$ cat config.mk
export PLATFORM = sky130hd
export DESIGN_NAME = rec_framer
export DESIGN_NICKNAME = d
export VERILOG_FILES = /design/src/rtl/rf_pkg.sv /design/src/rtl/rf_capture.sv /design/src/rtl/rf_crc8.sv /design/src/rtl/rf_serializer.sv /design/src/rtl/rec_framer.sv
export SDC_FILE = /design/constraint.sdc
export NUM_CORES = 1
export LEC_CHECK = 0
export BUFFER_PORTS_ARGS = -buffer_cell sky130_fd_sc_hd__buf_4
export CAP_MARGIN = 15
export CORE_UTILIZATION = 54
export DETAILED_ROUTE_END_ITERATION = 6
export GPL_TIMING_DRIVEN = 0
export PLACE_DENSITY = 0.78
export SYNTH_ARGS = -nofsm -noshare
export SYNTH_HDL_FRONTEND = slang
export SYNTH_HIERARCHICAL = 1
export SYNTH_SLANG_ARGS = --single-unit
$ cat constraint.sdc
create_clock -name clk -period 3.2 [get_ports clk]
set_clock_uncertainty 0.05 [all_clocks]
set_input_delay 0.64 -clock clk [delete_from_list [all_inputs] [get_ports clk]]
set_output_delay 0.64 -clock clk [all_outputs]
set_load 0.02 [all_outputs]
$ cat src/rtl/rf_pkg.sv
package rf_pkg;
  localparam logic [7:0] SYNC_BYTE = 8'hEC;
  localparam logic [7:0] STREAM_ID = 8'h71;
  localparam logic [7:0] CRC_POLY  = 8'h07;

  function automatic logic [7:0] crc8_step(input logic [7:0] crc, input logic [7:0] b);
    logic [7:0] c;
    c = crc ^ b;
    for (int k = 0; k < 8; k++) begin
      c = c[7] ? ((c << 1) ^ CRC_POLY) : (c << 1);
    end
    return c;
  endfunction
endpackage

$ cat src/rtl/rf_capture.sv
module rf_capture #(
  parameter int SAMPLE_W = 16,
  parameter int SEQ_W    = 32,
  parameter int OVR_W    = 16
) (
  input  logic                clk,
  input  logic                rst_n,
  input  logic                in_valid,
  input  logic [SAMPLE_W-1:0] in_sample,
  input  logic                in_flag,
  input  logic                rec_done,
  output logic                active,
  output logic [SEQ_W-1:0]    seq_cap,
  output logic [SAMPLE_W-1:0] smp_cap,
  output logic                flg_cap,
  output logic [OVR_W-1:0]    ovr_count
);
  logic                active_q, active_d;
  logic [SEQ_W-1:0]    seq_q, seq_d, cap_seq_q, cap_seq_d;
  logic [SAMPLE_W-1:0] smp_q, smp_d;
  logic                flg_q, flg_d;
  logic [OVR_W-1:0]    ovr_q, ovr_d;
  logic                accept, overrun;

  always_comb begin
    accept    = in_valid & ~active_q;
    overrun   = in_valid &  active_q;
    active_d  = active_q;
    seq_d     = seq_q;
    cap_seq_d = cap_seq_q;
    smp_d     = smp_q;
    flg_d     = flg_q;
    ovr_d     = ovr_q;
    if (rec_done) active_d = 1'b0;
    if (in_valid) seq_d = seq_q + 1'b1;
    if (accept) begin
      active_d  = 1'b1;
      cap_seq_d = seq_q;
      smp_d     = in_sample;
      flg_d     = in_flag;
    end
    if (overrun) ovr_d = ovr_q + 1'b1;
  end

  always_ff @(posedge clk or negedge rst_n) begin
    if (!rst_n) begin
      active_q  <= 1'b0;
      seq_q     <= '0;
      cap_seq_q <= '0;
      smp_q     <= '0;
      flg_q     <= 1'b0;
      ovr_q     <= '0;
    end else begin
      active_q  <= active_d;
      seq_q     <= seq_d;
      cap_seq_q <= cap_seq_d;
      smp_q     <= smp_d;
      flg_q     <= flg_d;
      ovr_q     <= ovr_d;
    end
  end

  assign active    = active_q;
  assign seq_cap   = cap_seq_q;
  assign smp_cap   = smp_q;
  assign flg_cap   = flg_q;
  assign ovr_count = ovr_q;

  // every strobe advances the sequence number, accepted or not
  a_r3_seq_step: assert property (@(posedge clk) disable iff (!rst_n)
    in_valid |=> seq_q == $past(seq_q) + 1'b1);
  // a strobe during a record bumps the overrun count
  a_r8_ovr_step: assert property (@(posedge clk) disable iff (!rst_n)
    (in_valid && active_q) |=> ovr_q == $past(ovr_q) + 1'b1);
  // a dropped sample leaves the captured record untouched
  a_r8_keep_fields: assert property (@(posedge clk) disable iff (!rst_n)
    (in_valid && active_q) |=> ($stable(smp_q) && $stable(cap_seq_q)));
endmodule

$ cat src/rtl/rf_crc8.sv
module rf_crc8 (
  input  logic       clk,
  input  logic       rst_n,
  input  logic       en,
  input  logic       first,
  input  logic [7:0] din,
  output logic [7:0] crc
);
  import rf_pkg::*;
  logic [7:0] crc_q, crc_d;

  always_comb begin
    crc_d = crc_q;
    if (en) crc_d = crc8_step(first ? 8'h00 : crc_q, din);
  end

  always_ff @(posedge clk or negedge rst_n) begin
    if (!rst_n) crc_q <= 8'h00;
    else        crc_q <= crc_d;
  end

  assign crc = crc_q;
endmodule

$ cat src/rtl/rf_serializer.sv
module rf_serializer #(
  parameter int SAMPLE_W = 16,
  parameter int SEQ_W    = 32
) (
  input  logic                clk,
  input  logic                rst_n,
  input  logic                active,
  input  logic [SEQ_W-1:0]    seq_cap,
  input  logic [SAMPLE_W-1:0] smp_cap,
  input  logic                flg_cap,
  input  logic                tx_busy,
  output logic [7:0]          tx_data,
  output logic                tx_stb,
  output logic                rec_done
);
  import rf_pkg::*;
  localparam int SEQ_BYTES = SEQ_W / 8;
  localparam int SMP_BYTES = SAMPLE_W / 8;
  localparam int OFF_SEQ   = 2;
  localparam int OFF_SMP   = OFF_SEQ + SEQ_BYTES;
  localparam int OFF_FLG   = OFF_SMP + SMP_BYTES;
  localparam int OFF_CRC   = OFF_FLG + 1;
  localparam int REC_BYTES = OFF_CRC + 1;
  localparam int IDX_W     = $clog2(REC_BYTES);
  localparam logic [IDX_W-1:0] LAST = IDX_W'(OFF_CRC);

  logic [IDX_W-1:0] idx_q, idx_d;
  logic             stb_q;
  logic [7:0]       data_q, data_d;
  logic [7:0]       cur_byte, crc_val;
  logic [SEQ_W-1:0]    seq_sh;
  logic [SAMPLE_W-1:0] smp_sh;
  logic             issue;
  int               pos;

  always_comb begin
    pos      = int'(idx_q);
    seq_sh   = '0;
    smp_sh   = '0;
    cur_byte = crc_val;
    if (pos == 0)            cur_byte = SYNC_BYTE;
    else if (pos == 1)       cur_byte = STREAM_ID;
    else if (pos < OFF_SMP) begin
      seq_sh   = seq_cap >> (8 * (pos - OFF_SEQ));
      cur_byte = seq_sh[7:0];
    end else if (pos < OFF_FLG) begin
      smp_sh   = smp_cap >> (8 * (pos - OFF_SMP));
      cur_byte = smp_sh[7:0];
    end else if (pos == OFF_FLG) cur_byte = {7'b0, flg_cap};
  end

  always_comb begin
    issue    = active & ~tx_busy & ~stb_q;
    rec_done = issue & (idx_q == LAST);
    idx_d    = idx_q;
    data_d   = data_q;
    if (issue) begin
      idx_d  = (idx_q == LAST) ? '0 : idx_q + 1'b1;
      data_d = cur_byte;
    end
  end

  always_ff @(posedge clk or negedge rst_n) begin
    if (!rst_n) begin
      idx_q  <= '0;
      stb_q  <= 1'b0;
      data_q <= 8'h00;
    end else begin
      idx_q  <= idx_d;
      stb_q  <= issue;
      data_q <= data_d;
    end
  end

  rf_crc8 u_crc (
    .clk  (clk),
    .rst_n(rst_n),
    .en   (issue),
    .first(idx_q == '0),
    .din  (cur_byte),
    .crc  (crc_val)
  );

  assign tx_data = data_q;
  assign tx_stb  = stb_q;

  // strobe lasts one cycle
  a_r7_one_cycle: assert property (@(posedge clk) disable iff (!rst_n)
    stb_q |=> !stb_q);
  // strobe only follows a cycle with the downstream idle
  a_r7_after_idle: assert property (@(posedge clk) disable iff (!rst_n)
    stb_q |-> $past(!tx_busy));
  // byte position stays inside the record
  a_r2_idx_bound: assert property (@(posedge clk) disable iff (!rst_n)
    idx_q <= LAST);
endmodule

$ cat src/rtl/rec_framer.sv
module rec_framer #(
  parameter int SAMPLE_W = 16,
  parameter int SEQ_W    = 32,
  parameter int OVR_W    = 16
) (
  input  logic                clk,
  input  logic                rst_n,
  input  logic                in_valid,
  input  logic [SAMPLE_W-1:0] in_sample,
  input  logic                in_flag,
  input  logic                tx_busy,
  output logic [7:0]          tx_data,
  output logic                tx_stb,
  output logic [OVR_W-1:0]    ovr_count
);
  logic                active, rec_done, flg_cap;
  logic [SEQ_W-1:0]    seq_cap;
  logic [SAMPLE_W-1:0] smp_cap;

  rf_capture #(.SAMPLE_W(SAMPLE_W), .SEQ_W(SEQ_W), .OVR_W(OVR_W)) u_cap (
    .clk      (clk),
    .rst_n    (rst_n),
    .in_valid (in_valid),
    .in_sample(in_sample),
    .in_flag  (in_flag),
    .rec_done (rec_done),
    .active   (active),
    .seq_cap  (seq_cap),
    .smp_cap  (smp_cap),
    .flg_cap  (flg_cap),
    .ovr_count(ovr_count)
  );

  rf_serializer #(.SAMPLE_W(SAMPLE_W), .SEQ_W(SEQ_W)) u_ser (
    .clk     (clk),
    .rst_n   (rst_n),
    .active  (active),
    .seq_cap (seq_cap),
    .smp_cap (smp_cap),
    .flg_cap (flg_cap),
    .tx_busy (tx_busy),
    .tx_data (tx_data),
    .tx_stb  (tx_stb),
    .rec_done(rec_done)
  );

  // nothing is strobed in the first cycle out of reset
  a_r1_quiet_start: assert property (@(posedge clk) disable iff (!rst_n)
    $rose(rst_n) |-> !tx_stb);
endmodule

==> metrics.md <==
| Metric | Value |
|---|---|
| Post-route setup slack | roughly 23 ps |
| Area delta synth->final | 22.8% |
| Final Max Slew Viols | 0 |
| Worst IR Drop VDD | 0.828 mV |
| Vias in the first global route | 4045 |
| Synthesized area per cell | about 12 um2 |
| Core box area | around 10000 um2 |
| WP data required | ~3600 ps |
| Fmax | around 0.31 GHz |
| WHS | 10.2 ps |
| Clk pwr share | approximately a quarter |
| Post-Syn Area | approximately 5800 um2 |
| Worst Path Max Fanout | 5 |
| CTS Sinks | about 120 |
| Commonest cells after routing, fill and taps aside | 119 x dfrtp_1, 56 x mux2_2, 50 x buf_4, 45 x xnor2_1, 27 x nand2_1 |
| Status | complete, no violations |
| Buffers on Ports | 44 |
| Longest Clk Path Bufs | 2 |
| Final Critical Period | about 3200 ps |
| Final HPWL DP | between 8 and 9 mm |
| Pwr Total | 8.07 mW |
| Critical Path Source Type | flip-flop |
| Initial core utilization | 56.0% |
| Worst-case headroom to the max-slew limit | about three fifths |
| Worst-skew pair later-pin latency | about 520 ps |
| Routed vias | roughly 4000 |
| Row cnt | 37 |
| Mapped Nets | just over 500 |
| Final setup fails | 0 |
| Post-Syn Instances | 480 |
| Area fraction of the dominant cell type after synthesis | about half |
| Top post-synthesis cells by area | dfrtp_1 51%, mux2_2 11%, xnor2_1 7.2% |
| Wirelength, routed | ~13 mm |
| Largest net degree at the start of global routing | 74 |
| Total GRT Usage | between 20% and 30% |
| Yosys warning count | 6 |
| Sequential fraction of the synthesis area | 51.0% |
| Worst reg2reg endpoint | u_ser/u_crc/crc[0] |
| CP arrival | 3520 ps |
| R2R Setup Slk | 20 ps |
| Vias per std cell | ~5.7 |
| Internal Power | about 5.2 mW |
| Synth area leader | dfrtp_1 |
| Worst hold path class | in -> async |
| Clk slew on worst S/H paths | around 60 ps |
| Fin crit share | 99.3% |
| Synth Flop Type | dfrtp_1 |
| Setup_tns | 0 ps |
| Synthesis-stage register bit count | roughly 120 |
| DR pass1 iterations | 4 |
| Combinational share of power | 48.3% |
| Horiz. Die Dim | 106 um |
| Die height | around 110 um |
| Layout cells sized above 1 | approximately 34% |
| Final core occ | between 60 and 70% |
| DRC Markers | 0 |
| CP Capture Type | flip-flop |
| Antenna cells | 0 |
| Violation count after the first detailed-routing iteration | around 280 |
| Die area | ~11000 um2 |
| Antenna Violating Nets Remaining | 0 |
| Most common cell after layout, fill and taps aside | dfrtp_1 |
| Worst Tran Pin Value | 598 ps |
| Sw Share | between 30% and 40% |
| Nets | between 500 and 600 |
| Root Driver | clkbuf_8 |
| Asr flop ratio synth | 100% |
| First-pass GRT wire length | roughly 20 mm |
| Final Hold Vio Count | 0 |
| Pwr/cell area | about 1100 nW/um2 |
| Avg WL per Cell | about 18 um |
| EDFF count, synth | 0 |
| Grt total ovfl | 0 |
| H-tree Lvls | 4 |
| Worst reg2reg path depth | 13 |
| Antenna violations before repair | 0 |
| Gpl congestion | roughly 0.84 |
| DP Worst Slack | -321 ps |
| RR Startpoint | u_ser/idx_q[1] |
| Lkg Pwr | 3.38 nW |
| Net switching power | 2.85 mW |
| Synth unique cells | 52 |
| TritonCTS Buffers | 17 |
| Ports | 46 |
| RSZ-0062 raised after global routing | yes |
| Max_cap viols | 0 |
| TritonCTS clock tree | done |
| Crit path kind | reg -> reg |
| Sequential power share | 27.5% |
==> through the flow <==
stage / area, um2 / std cells
after floorplan: 5850 / 480
after global placement: 6350 / 660
after detailed placement: 6380 / 661
after CTS: 7040 / 694
after global routing: 7160 / 697
final: 7160 / 697
==> state kept, by name, indices dropped and copies added (netlist names) <==
name / count
u_cap/seq_q: 32
u_ser/tx_data: 8
u_ser/tx_stb: 1
u_cap/smp_cap: 16
u_ser/u_crc/crc: 8
u_cap/ovr_count: 16
u_cap/flg_cap: 1
u_cap/seq_cap: 32
u_cap/active: 1
u_ser/idx_q: 4
==> timing repair <==
action / CTS / global route
resized for setup: 9 / 23
setup endpoints to repair: 5 / 4
setup buffers: 3 / 3
hold buffers: 0 / 0
pin swaps: 2 / 9
==> metal layers <==
layer / wire length, um / share of wire, % / global-route usage [%] / vias up
li1: - / - / - / 1844
met5: 0 / 0 / 0 / -
met4: 184 / 1.5 / 7.74 / 0
met3: 492 / 3.9 / 6.19 / 17
met1: 5590 / 44 / 31.0 / 2032
met2: 6310 / 50 / 39.1 / 92
==> cells by family after synthesis <==
group           Yosys count  share of synthesized area, %
compound gates           44                          4.63
fa+ha+maj                 5                          1.07
xor+xnor                 72                          11.5
flops                   119                          51.0
mux                      74                          15.8
simple gates            134                          13.2
buf+inv                  32                          2.81
==> final cells by class <==
| class | instances | area [um2] |
|---|---|---|
| plain buffers | 21 | 151 |
| clock buffers | 20 | 435 |
| clock inverters | 11 | 175 |
| fillers | 736 | 3250 |
| inverters | 10 | 38.8 |
| multi-input cells | 329 | 2810 |
| flip-flops and latches | 119 | 2980 |
| well taps | 136 | 170 |
| repair buffers | 51 | 407 |
==> worst max-delay path by stage <==
stage	start	to	slack [ps]
floorplan	u_ser/idx_q[3]	u_ser/u_crc/crc[2]	8
global placement	u_ser/idx_q[3]	u_ser/u_crc/crc[2]	-280
detailed placement	u_ser/idx_q[3]	u_ser/u_crc/crc[2]	-320
CTS	u_ser/idx_q[1]	u_ser/u_crc/crc[2]	30
global route	u_ser/idx_q[1]	u_ser/u_crc/crc[1]	-100
finish	u_ser/idx_q[1]	u_ser/u_crc/crc[0]	20
==> power by group through the flow <==
stage / clock [mW] / combinational [mW] / sequential (mW)
after CTS: 1.98 / 3.56 / 2.22
after global placement: 0 / 3.26 / 2.22
final: 1.95 / 3.90 / 2.22
after global routing: 2.04 / 4.14 / 2.27
after floorplan: 0 / 2.62 / 2.25
after detailed placement: 0 / 3.38 / 2.24
==> cell usage after synthesis, types with 8 or more instances <==
| library cell | number |
|---|---|
| a21oi_1 | 11 |
| and3_1 | 10 |
| buf_2 | 10 |
| dfrtp_1 | 119 |
| inv_1 | 9 |
| mux2_2 | 56 |
| mux2i_1 | 8 |
| mux4_2 | 8 |
| nand2_1 | 28 |
| nand3_1 | 19 |
| nand4_1 | 12 |
| nor2_1 | 20 |
| nor3_1 | 10 |
| o21ai_0 | 8 |
| xnor2_1 | 48 |
| xor2_1 | 21 |
==> critical path, cell delays in order (launching register included) <==
cell      delay [ps]
dfrtp_1          380
ha_2             200
inv_2             50
ha_4             270
nand4b_4         120
or3_4            420
a31oi_4          170
a211oi_2          70
nor2_1           160
xnor2_1          150
xnor3_1          460
buf_4            160
buf_4            130
mux2_2           260
Note: power is estimated with default switching activity, not from simulation.
